--- src/rtl/afsk_demod_pkg.sv ---
package afsk_demod_pkg;

  // 2-of-3 majority of the newest tone decisions
  function automatic logic maj3(input logic [2:0] b);
    return (b[0] & b[1]) | (b[0] & b[2]) | (b[1] & b[2]);
  endfunction

  // both low bits differ from the pair two positions older
  function automatic logic pair_flip(input logic [3:0] h);
    return (h[1:0] ^ h[3:2]) == 2'b11;
  endfunction

endpackage

--- src/rtl/afsk_mix_filter.sv ---
module afsk_mix_filter #(
  parameter int SAMPLE_W = 8,
  parameter int ACC_W    = 16,
  parameter int DLY      = 4,
  parameter int HIST_W   = 8
) (
  input  logic                       clk,
  input  logic                       rst_n,
  input  logic                       adv,
  input  logic signed [SAMPLE_W-1:0] smp,
  output logic        [HIST_W-1:0]   hist_nxt
);

  logic signed [SAMPLE_W-1:0] dly_q [DLY];
  logic signed [ACC_W-1:0]    a_ext, b_ext, prod, x_n, y_n, x_q, y_q;
  logic        [HIST_W-1:0]   hist_q;
  logic                       tone_hi;

  assign a_ext    = ACC_W'(smp);
  assign b_ext    = ACC_W'(dly_q[DLY-1]);
  assign prod     = a_ext * b_ext;
  assign x_n      = prod >>> 2;
  assign y_n      = x_q + x_n + (y_q >>> 1);
  assign tone_hi  = !y_n[ACC_W-1] && (y_n != '0);
  assign hist_nxt = {hist_q[HIST_W-2:0], tone_hi};

  for (genvar i = 0; i < DLY; i++) begin : g_dly
    always_ff @(posedge clk) begin
      if (!rst_n) begin
        dly_q[i] <= '0;
      end else if (adv) begin
        if (i == 0) dly_q[i] <= smp;
        else        dly_q[i] <= dly_q[(i == 0) ? 0 : i-1];
      end
    end
  end

  always_ff @(posedge clk) begin
    if (!rst_n) begin
      x_q    <= '0;
      y_q    <= '0;
      hist_q <= '0;
    end else if (adv) begin
      x_q    <= x_n;
      y_q    <= y_n;
      hist_q <= hist_nxt;
    end
  end

endmodule

--- src/rtl/afsk_clk_recov.sv ---
module afsk_clk_recov
  import afsk_demod_pkg::*;
#(
  parameter int PHASE_W = 8,
  parameter int SPB     = 8,
  parameter int STEP    = 8
) (
  input  logic               clk,
  input  logic               rst_n,
  input  logic               adv,
  input  logic [3:0]         hist_low,
  output logic               dec_stb,
  output logic               dec_bit,
  output logic [PHASE_W-1:0] phase_q
);

  localparam int PH_MAX = SPB * STEP;
  localparam int PH_MID = PH_MAX / 2;

  logic [PHASE_W-1:0] ph_a, ph_nxt;
  logic [PHASE_W:0]   ph_b;
  logic               flip, wrap;

  assign flip = pair_flip(hist_low);

  always_comb begin
    ph_a = phase_q;
    if (flip) begin
      if (phase_q < PHASE_W'(PH_MID)) ph_a = phase_q + 1'b1;
      else                            ph_a = phase_q - 1'b1;
    end
    ph_b   = {1'b0, ph_a} + (PHASE_W+1)'(STEP);
    wrap   = ph_b >= (PHASE_W+1)'(PH_MAX);
    ph_nxt = wrap ? PHASE_W'(ph_b - (PHASE_W+1)'(PH_MAX)) : PHASE_W'(ph_b);
  end

  assign dec_stb = adv && wrap;
  assign dec_bit = maj3(hist_low[2:0]);

  always_ff @(posedge clk) begin
    if (!rst_n)   phase_q <= '0;
    else if (adv) phase_q <= ph_nxt;
  end

endmodule

--- src/rtl/afsk_nrzi_out.sv ---
module afsk_nrzi_out (
  input  logic clk,
  input  logic rst_n,
  input  logic dec_stb,
  input  logic dec_bit,
  input  logic out_ready,
  output logic out_valid,
  output logic out_bit
);

  logic last_q;

  always_ff @(posedge clk) begin
    if (!rst_n) begin
      last_q    <= 1'b0;
      out_bit   <= 1'b0;
      out_valid <= 1'b0;
    end else if (dec_stb) begin
      last_q    <= dec_bit;
      out_bit   <= (dec_bit == last_q);
      out_valid <= 1'b1;
    end else if (out_ready) begin
      out_valid <= 1'b0;
    end
  end

endmodule

--- src/rtl/afsk_demod.sv ---
module afsk_demod #(
  parameter int SAMPLE_W        = 8,
  parameter int ACC_W           = 16,
  parameter int SAMPLES_PER_BIT = 8,
  parameter int PHASE_STEP      = 8,
  parameter int PHASE_W         = 8,
  parameter int HIST_W          = 8
) (
  input  logic                clk,
  input  logic                rst_n,
  input  logic                in_valid,
  output logic                in_ready,
  input  logic [SAMPLE_W-1:0] in_sample,
  output logic                out_valid,
  input  logic                out_ready,
  output logic                out_bit
);

  localparam int HALF_BIT = SAMPLES_PER_BIT / 2;

  logic               adv, dec_stb, dec_bit;
  logic [HIST_W-1:0]  hist_nxt;
  logic [PHASE_W-1:0] phase_q;

  assign in_ready = !out_valid || out_ready;
  assign adv      = in_valid && in_ready;

  afsk_mix_filter #(
    .SAMPLE_W(SAMPLE_W), .ACC_W(ACC_W), .DLY(HALF_BIT), .HIST_W(HIST_W)
  ) u_mix (
    .clk(clk), .rst_n(rst_n), .adv(adv),
    .smp($signed(in_sample)), .hist_nxt(hist_nxt)
  );

  afsk_clk_recov #(
    .PHASE_W(PHASE_W), .SPB(SAMPLES_PER_BIT), .STEP(PHASE_STEP)
  ) u_rec (
    .clk(clk), .rst_n(rst_n), .adv(adv), .hist_low(hist_nxt[3:0]),
    .dec_stb(dec_stb), .dec_bit(dec_bit), .phase_q(phase_q)
  );

  afsk_nrzi_out u_out (
    .clk(clk), .rst_n(rst_n), .dec_stb(dec_stb), .dec_bit(dec_bit),
    .out_ready(out_ready), .out_valid(out_valid), .out_bit(out_bit)
  );

endmodule

--- config.mk ---
export PLATFORM = sky130hd
export DESIGN_NAME = afsk_demod
export DESIGN_NICKNAME = d
export VERILOG_FILES = /design/src/rtl/afsk_demod_pkg.sv /design/src/rtl/afsk_mix_filter.sv /design/src/rtl/afsk_clk_recov.sv /design/src/rtl/afsk_nrzi_out.sv /design/src/rtl/afsk_demod.sv
export SDC_FILE = /design/constraint.sdc
export NUM_CORES = 1
export LEC_CHECK = 0
export BUFFER_PORTS_ARGS = -buffer_cell sky130_fd_sc_hd__buf_2
export CELL_PAD_IN_SITES_DETAIL_PLACEMENT = 1
export CELL_PAD_IN_SITES_GLOBAL_PLACEMENT = 1
export CORE_MARGIN = 2
export CORE_UTILIZATION = 45
export CTS_CLUSTER_SIZE = 40
export DETAILED_ROUTE_END_ITERATION = 10
export PLACE_DENSITY = 0.78
export SYNTH_ARGS = -nofsm -noshare
export SYNTH_HDL_FRONTEND = slang
export SYNTH_SLANG_ARGS = --single-unit
--- constraint.sdc ---
create_clock -name clk -period 14.7 [get_ports clk]
set_input_delay 0.735 -clock clk [delete_from_list [all_inputs] [get_ports clk]]
set_output_delay 0.735 -clock clk [all_outputs]
set_load 0.05 [all_outputs]
# Word-level counts from Yosys, hierarchy flattened
# Memory sizes are Yosys's and may differ from the RTL's.
# Index checks and enable logic that the tools add are counted.
# totals
reg_bits,44
ramBits,32
output_inout_bits,3
word_cells,50
memories,1
# mem_list
memory,depth,width,rd,rd_clocked_by_memory_dff,write_ports,line,source
u_mix.dly_q,4,8,4,0,4,afsk_mix_filter.sv:14,logic signed [SAMPLE_W-1:0] dly_q [DLY];
# classes
add_sub_neg,6
multipliers,1
n_lt_le_gt_ge,2
eq_ne,2
muxes,13
n_bitwise,10
n_reduce_logical,8
# op_table
operator,count
$mux 8,7
$add 15x15->16,1
$mul 8x8->16,1
$reduce_bool 16->1,1
$add 14x14->15,1
$add 8x4->9 const B,1
$ge 9x7->1 const B,1
$add 8x1->8 const B,1
$lt 8x6->1 const B,1
$sub 8x1->8 const B,1
$sub 8x7->8 const B,1
$mux 1,6
$or 1x1->1,6
$and 1x1->1,3
$logic_and 1x1->1,3
$eq 2x2->1 const B,1
$logic_not 1->1,2
$reduce_bool 2->1,1
$xor 2x2->2,1
$eq 1x1->1,1
$logic_or 1x1->1,1

# Depth between registers and ports, before layout
# depth
word_depth,12
mapped_depth,46
mapped_depth_nobuf,46

# Modules after synthesis
# Synthesis repeated with hierarchy kept, for this count alone.
# unflattened
cells_unflattened,777
area_unflattened_um2,7384.6
# by_module_without_submodules
mod,instances,cells_each,area_each_um2
afsk_mix_filter,1,661,6358.6
afsk_clk_recov,1,103,888.4
afsk_nrzi_out,1,11,115.1
afsk_demod,1,2,22.5

# Worst setup path before layout
# Ideal clock, no wire load.
# synth_timing
path_type,input to register
from,input in_sample[3]
to,register u_out.last_q
setup_ns,0.128
arrival_time_ns,9.164
setup_slack_ns,5.409
path_stages,42
path_cell_list,and2_1 > fa_1 > inv_1 > fa_1 > inv_1 > fa_1 > inv_1 > fa_1 > inv_1 > ha_1 > a21oi_1 > o21bai_1 > a21oi_1 > nor2b_1 > o21a_1 > o31a_1 > nor2_1 > xnor2_1 > [... 6 more ...] > o21ai_0 > a2111oi_2 > nor2_1 > ha_1 > nand2_2 > mux2_2 > ha_1 > nand3_1 > xor2_1 > ha_1 > nor2b_1 > o21ai_0 > nor2_1 > o221a_2 > o21ai_1 > a211oi_2 > mux2i_1 > nor2_1
# synth_between
elab_chain_cells,11
# synth_lines
item,line,source
"start, declared",afsk_demod.sv:13,"input logic [SAMPLE_W-1:0] in_sample,"
$mul 8x8->16 *,afsk_mix_filter.sv:21,assign prod = a_ext * b_ext;
via u_mix.prod[14],afsk_mix_filter.sv:15,"logic signed [ACC_W-1:0] a_ext, b_ext, prod, x_n, y_n, x_q, y_q;"
$add 14x14->15 *,afsk_mix_filter.sv:23,assign y_n = x_q + x_n + (y_q >>> 1);
$add 15x15->16 *,afsk_mix_filter.sv:23,
$reduce_bool 16->1 or $logic_not 1->1 (tied branches),afsk_mix_filter.sv:24,assign tone_hi = !y_n[ACC_W-1] && (y_n != '0);
$logic_and 1x1->1 *,afsk_mix_filter.sv:24,
via hist_nxt[0],afsk_demod.sv:22,logic [HIST_W-1:0] hist_nxt;
$xor 2x2->2,afsk_demod_pkg.sv:10,return (h[1:0] ^ h[3:2]) == 2'b11;
$eq 2x2->1,afsk_demod_pkg.sv:10,
$mux 8,afsk_clk_recov.sv:28,if (flip) begin
$add 8x4->9,afsk_clk_recov.sv:32,"ph_b = {1'b0, ph_a} + (PHASE_W+1)'(STEP);"
$ge 9x7->1,afsk_clk_recov.sv:33,wrap = ph_b >= (PHASE_W+1)'(PH_MAX);
$logic_and 1x1->1,afsk_clk_recov.sv:37,assign dec_stb = adv && wrap;
"end signal, assigned",afsk_nrzi_out.sv:19,last_q <= dec_bit;
"end, declared",afsk_nrzi_out.sv:11,logic last_q;
# The timed path passes the listed nets; every way through them passes the cells marked *.
# A chain may end at the register's enable or synchronous reset.

==> flow_summary.rst <==
.. list-table::
   :header-rows: 1

   * - Metric
     - Value
   * - Number of buffers inserted during clock tree synthesis
     - 9
   * - Setup repair after global routing missed its margin
     - false
   * - Synth top area cells
     - sky130_fd_sc_hd__fa_1 (21%), sky130_fd_sc_hd__edfxtp_1 (14%), sky130_fd_sc_hd__dfxtp_1 (12%)
   * - Instance count of the mapped netlist
     - 760
   * - Final global-route overflow total
     - 0
   * - Data arrival, critical path
     - ~10,000 ps
   * - FF+latch count, synth
     - between 70 and 80
   * - Syn_nets
     - around 890
   * - Initial Util
     - 46.0%
   * - Sequential cell area
     - 1820 sq um
   * - TritonCTS sink count
     - 75
   * - Most used flip-flop cell after synthesis
     - sky130_fd_sc_hd__dfxtp_1
   * - Final instance count without filler cells
     - 960
   * - Area growth, synth to finish
     - 8.11%
   * - Root Driver
     - sky130_fd_sc_hd__clkbuf_16
   * - Mean Syn Cell Area
     - approximately 9.2 sq um
   * - Initial antenna violation count
     - 0
   * - Detail-routed net length per standard cell
     - ~18 um
   * - Worst setup path class
     - reg -> reg
   * - Peak Freq
     - 99.7 MHz
   * - GR Util All Layers
     - a little under a quarter
   * - Detailed placer's ending HPWL
     - roughly 13 mm
   * - Areal power density over the cells
     - between 200 and 250 nW/um^2
   * - Peak supply drop
     - 0.110 mV
   * - Number of search-and-repair iterations in the first detailed-routing pass
     - 4
   * - Fraction of registers with async set or reset after synthesis
     - 0%
   * - Reg2reg path depth
     - 39
   * - Minimum clock period after layout
     - 10,030 ps
   * - Die Outline Area
     - about 17,000 sq um
   * - Main combinational cell family by area after synthesis
     - adder cells
   * - Family with the most delay on the worst path
     - adder cells
   * - Final Hold Viols
     - 0
   * - Total number of vias
     - between 5,000 and 6,000
   * - Max Fanout on Critical Path
     - 9
   * - Buffers & Inverters on Critical Path
     - 5
   * - Clk pin slew, worst setup/hold paths
     - 60 ps
   * - Worst slew slack as a fraction of its limit
     - between 10% and 20%
   * - Critical-path top delay cell
     - sky130_fd_sc_hd__fa_1
   * - Number of setup buffers added after CTS
     - 0
   * - Critical register-to-register path endpoint
     - u_rec.phase_q[6]
   * - Period utilization
     - 68.2%
   * - Slew @ Worst Pin
     - roughly 1200 ps
   * - Type of destination of the critical path
     - flop
   * - Routability-driven placement congestion ratio
     - around 0.84
   * - Critical path endpoint
     - u_rec.phase_q[6]
   * - Count of maximum capacitance violations
     - 0
   * - Placeable Area
     - ~15,000 sq um
   * - CP startpoint kind
     - flop
   * - Worst-skew pair later-pin latency
     - 350 ps
   * - Buffer levels on the longest clock path
     - 2
   * - Count of H-tree levels built during CTS
     - 3
   * - Result of the run
     - finished, final reports clean
   * - Worst stage delay on the critical path
     - 620 ps
   * - R2r startpoint
     - u_mix.dly_q[3][2]
   * - Vias in the first global route
     - 5,945
   * - DRC violations left
     - 0
   * - Worst endpoint required time
     - 14,990 ps
   * - Clk_skew
     - 4.90 ps
   * - Filler Cells Inserted
     - 1,773
   * - Yosys warns
     - 0
   * - Total Wirelength
     - 17.2 mm
   * - Netlist Area Pre-Place
     - 6990 sq um
   * - Fraction of the yosys area taken by sequential cells
     - 26.1%
   * - Height of the die
     - 129 um
   * - Setup slack of the most critical reg-to-reg path
     - 4670 ps
   * - Initial drt markers
     - 239
   * - Multiplexer share of the synthesized area
     - 0.895%
   * - Compound-cell area share of the yosys netlist
     - 13.4%
   * - Area fraction of the dominant cell type after synthesis
     - 20.6%
   * - Crit path launch
     - u_mix.dly_q[3][2]
   * - XOR/XNOR Fraction of Synth Area
     - 4.39%
   * - Area leader, netlist
     - sky130_fd_sc_hd__fa_1
   * - Pin count of the biggest net entering global routing
     - just under 70
   * - Setup_tns
     - 0 ps
   * - Count of buffers inserted at the top-level ports
     - 14
   * - Area of combinational cells with multiple inputs
     - 4650 sq um
   * - Detail Route Antenna Nets
     - 0
   * - Adder and majority cell fraction of the synthesized area
     - between 20% and 30%
   * - Total inserted antenna cells
     - 0
   * - Fraction of the core area covered by cells at the end of the flow
     - 49.7%
   * - Final setup fails
     - 0
   * - Layout cells sized above 1
     - 6.74%
   * - CTS resizes
     - 0
   * - TritonCTS clock tree
     - built
   * - CTS Hold Buffers Added
     - 0
   * - Wire length of the first global-routing pass
     - between 20 and 30 mm
   * - Chip Width
     - approximately 130 um
   * - Number of gates on the worst path with buffers counted
     - 39
   * - Row count
     - 45
   * - Final Net Count
     - 901
   * - Final Max Slew Viols
     - 0
   * - Synthesized-area fraction occupied by and/or/nand/nor cells
     - 18.3%
   * - Number of flops mapped to enable cells by yosys
     - 32
   * - Worst Hold Slack
     - 458 ps
   * - Placed cell count
     - 944
   * - Vias per inst
     - 5.56
   * - HP Class
     - reg -> reg
   * - Static leakage
     - around 3.5 nW
   * - Unique masters post-synth
     - 67
   * - # IOs
     - 15
==> layer usage <==
| metal | global-route usage [%] | vias up | routed length [um] |
|---|---|---|---|
| li1 | - | 2555 | - |
| met1 | 28.0 | 2699 | 7780 |
| met2 | 39.8 | 54 | 8650 |
| met3 | 2.95 | 27 | 292 |
| met4 | 9.21 | 0 | 462 |
| met5 | 0 | - | 0 |
==> registers in the layout, indices dropped and copies added, names as in the netlist <==
register / flops
u_mix.dly_q: 32
u_mix.hist_q: 3
u_mix.x_q: 14
u_mix.y_q: 15
u_out.last_q: 1
u_out.out_bit: 1
u_out.out_valid: 1
u_rec.phase_q: 8
==> cell usage after synthesis, types with 5 or more instances <==
| cell | count |
|---|---|
| sky130_fd_sc_hd__nand2_1 | 59 |
| sky130_fd_sc_hd__nor3_1 | 10 |
| sky130_fd_sc_hd__nor2b_1 | 10 |
| sky130_fd_sc_hd__o21bai_1 | 5 |
| sky130_fd_sc_hd__dfxtp_1 | 43 |
| sky130_fd_sc_hd__a21oi_1 | 46 |
| sky130_fd_sc_hd__nand3_1 | 11 |
| sky130_fd_sc_hd__edfxtp_1 | 32 |
| sky130_fd_sc_hd__a31oi_1 | 8 |
| sky130_fd_sc_hd__xnor2_1 | 23 |
| sky130_fd_sc_hd__xor2_1 | 12 |
| sky130_fd_sc_hd__clkbuf_1 | 18 |
| sky130_fd_sc_hd__o21ai_0 | 16 |
| sky130_fd_sc_hd__fa_1 | 72 |
| sky130_fd_sc_hd__and2_1 | 45 |
| sky130_fd_sc_hd__and3_1 | 37 |
| sky130_fd_sc_hd__inv_1 | 118 |
| sky130_fd_sc_hd__o21a_1 | 8 |
| sky130_fd_sc_hd__ha_1 | 50 |
| sky130_fd_sc_hd__nor2_1 | 51 |
| sky130_fd_sc_hd__a211oi_1 | 7 |
| sky130_fd_sc_hd__a211o_1 | 5 |
==> worst min-delay path by stage <==
stage	start	endpoint	slack [ps]	cells past startpoint
3_5_place_dp	u_mix.y_q[5]	u_mix.y_q[5]	450	2
5_1_grt	u_mix.y_q[4]	u_mix.y_q[4]	500	2
4_1_cts	u_mix.y_q[5]	u_mix.y_q[5]	460	2
6_report	u_mix.y_q[5]	u_mix.y_q[5]	460	2
3_3_place_gp	u_mix.y_q[5]	u_mix.y_q[5]	450	2
2_1_floorplan	u_mix.x_q[3]	u_mix.x_q[3]	440	2
==> through the flow <==
step                cell area, sq um  setup WS [ps]  power [mW]
finish                          7560           4670        1.63
global route                    7560           3960        1.77
CTS                             7560           4640        1.63
detailed placement              7240           4450        1.37
global placement                7240           4800        1.32
floorplan                       6990           5410        1.13
==> kinds of logic after synthesis <==
logic type | count (synthesis)
adder cells (fa/ha/maj) | 122
AND/OR/NAND/NOR | 247
AO/OA/AOI/OAI | 136
XOR/XNOR | 35
multiplexers | 6
buffers and inverters | 139
flip-flops | 75
==> final cells by class <==
class                      count  area share (%)
multi-input combinational    546            61.5
sequential                    75            24.1
inverter                     118            5.86
tap                          188            3.11
clock inverter                 7            1.23
clock buffer                   9            2.98
timing repair buffer          17            1.23
==> power by group <==
part,switching [mW],internal [mW]
clock network,0.0929,0.148
registers,0.0286,0.253
logic,0.660,0.444
==> cell usage in the layout (no fill, tap or decap), types with 4 or more instances in the layout <==
master,synthesis,layout
sky130_fd_sc_hd__o21ai_0,16,16
sky130_fd_sc_hd__xor2_1,12,12
sky130_fd_sc_hd__mux2i_1,4,4
sky130_fd_sc_hd__nor2_1,51,51
sky130_fd_sc_hd__dfxtp_1,43,43
sky130_fd_sc_hd__clkbuf_16,0,9
sky130_fd_sc_hd__o21bai_1,5,5
sky130_fd_sc_hd__o21a_1,8,8
sky130_fd_sc_hd__a21oi_1,46,46
sky130_fd_sc_hd__and2_1,45,45
sky130_fd_sc_hd__a211oi_1,7,7
sky130_fd_sc_hd__a211o_1,5,5
sky130_fd_sc_hd__inv_1,118,118
sky130_fd_sc_hd__and3_1,37,37
sky130_fd_sc_hd__nor3_1,10,10
sky130_fd_sc_hd__ha_1,50,50
sky130_fd_sc_hd__nor2b_1,10,10
sky130_fd_sc_hd__a22o_1,4,4
sky130_fd_sc_hd__nand3_1,11,11
sky130_fd_sc_hd__a31oi_1,8,8
sky130_fd_sc_hd__o211ai_1,4,4
sky130_fd_sc_hd__nand2b_1,4,4
sky130_fd_sc_hd__o21ai_1,4,4
sky130_fd_sc_hd__buf_2,1,14
sky130_fd_sc_hd__xnor2_1,23,23
sky130_fd_sc_hd__nand2_1,59,59
sky130_fd_sc_hd__edfxtp_1,32,32
sky130_fd_sc_hd__fa_1,72,72
==> tightest hold or removal path, cell delays in order, from the launching register on <==
cell and delay [ps]:
sky130_fd_sc_hd__dfxtp_1 310, sky130_fd_sc_hd__nand2_1 50, sky130_fd_sc_hd__a21oi_1 50
Power figures use the tool's default switching activity.
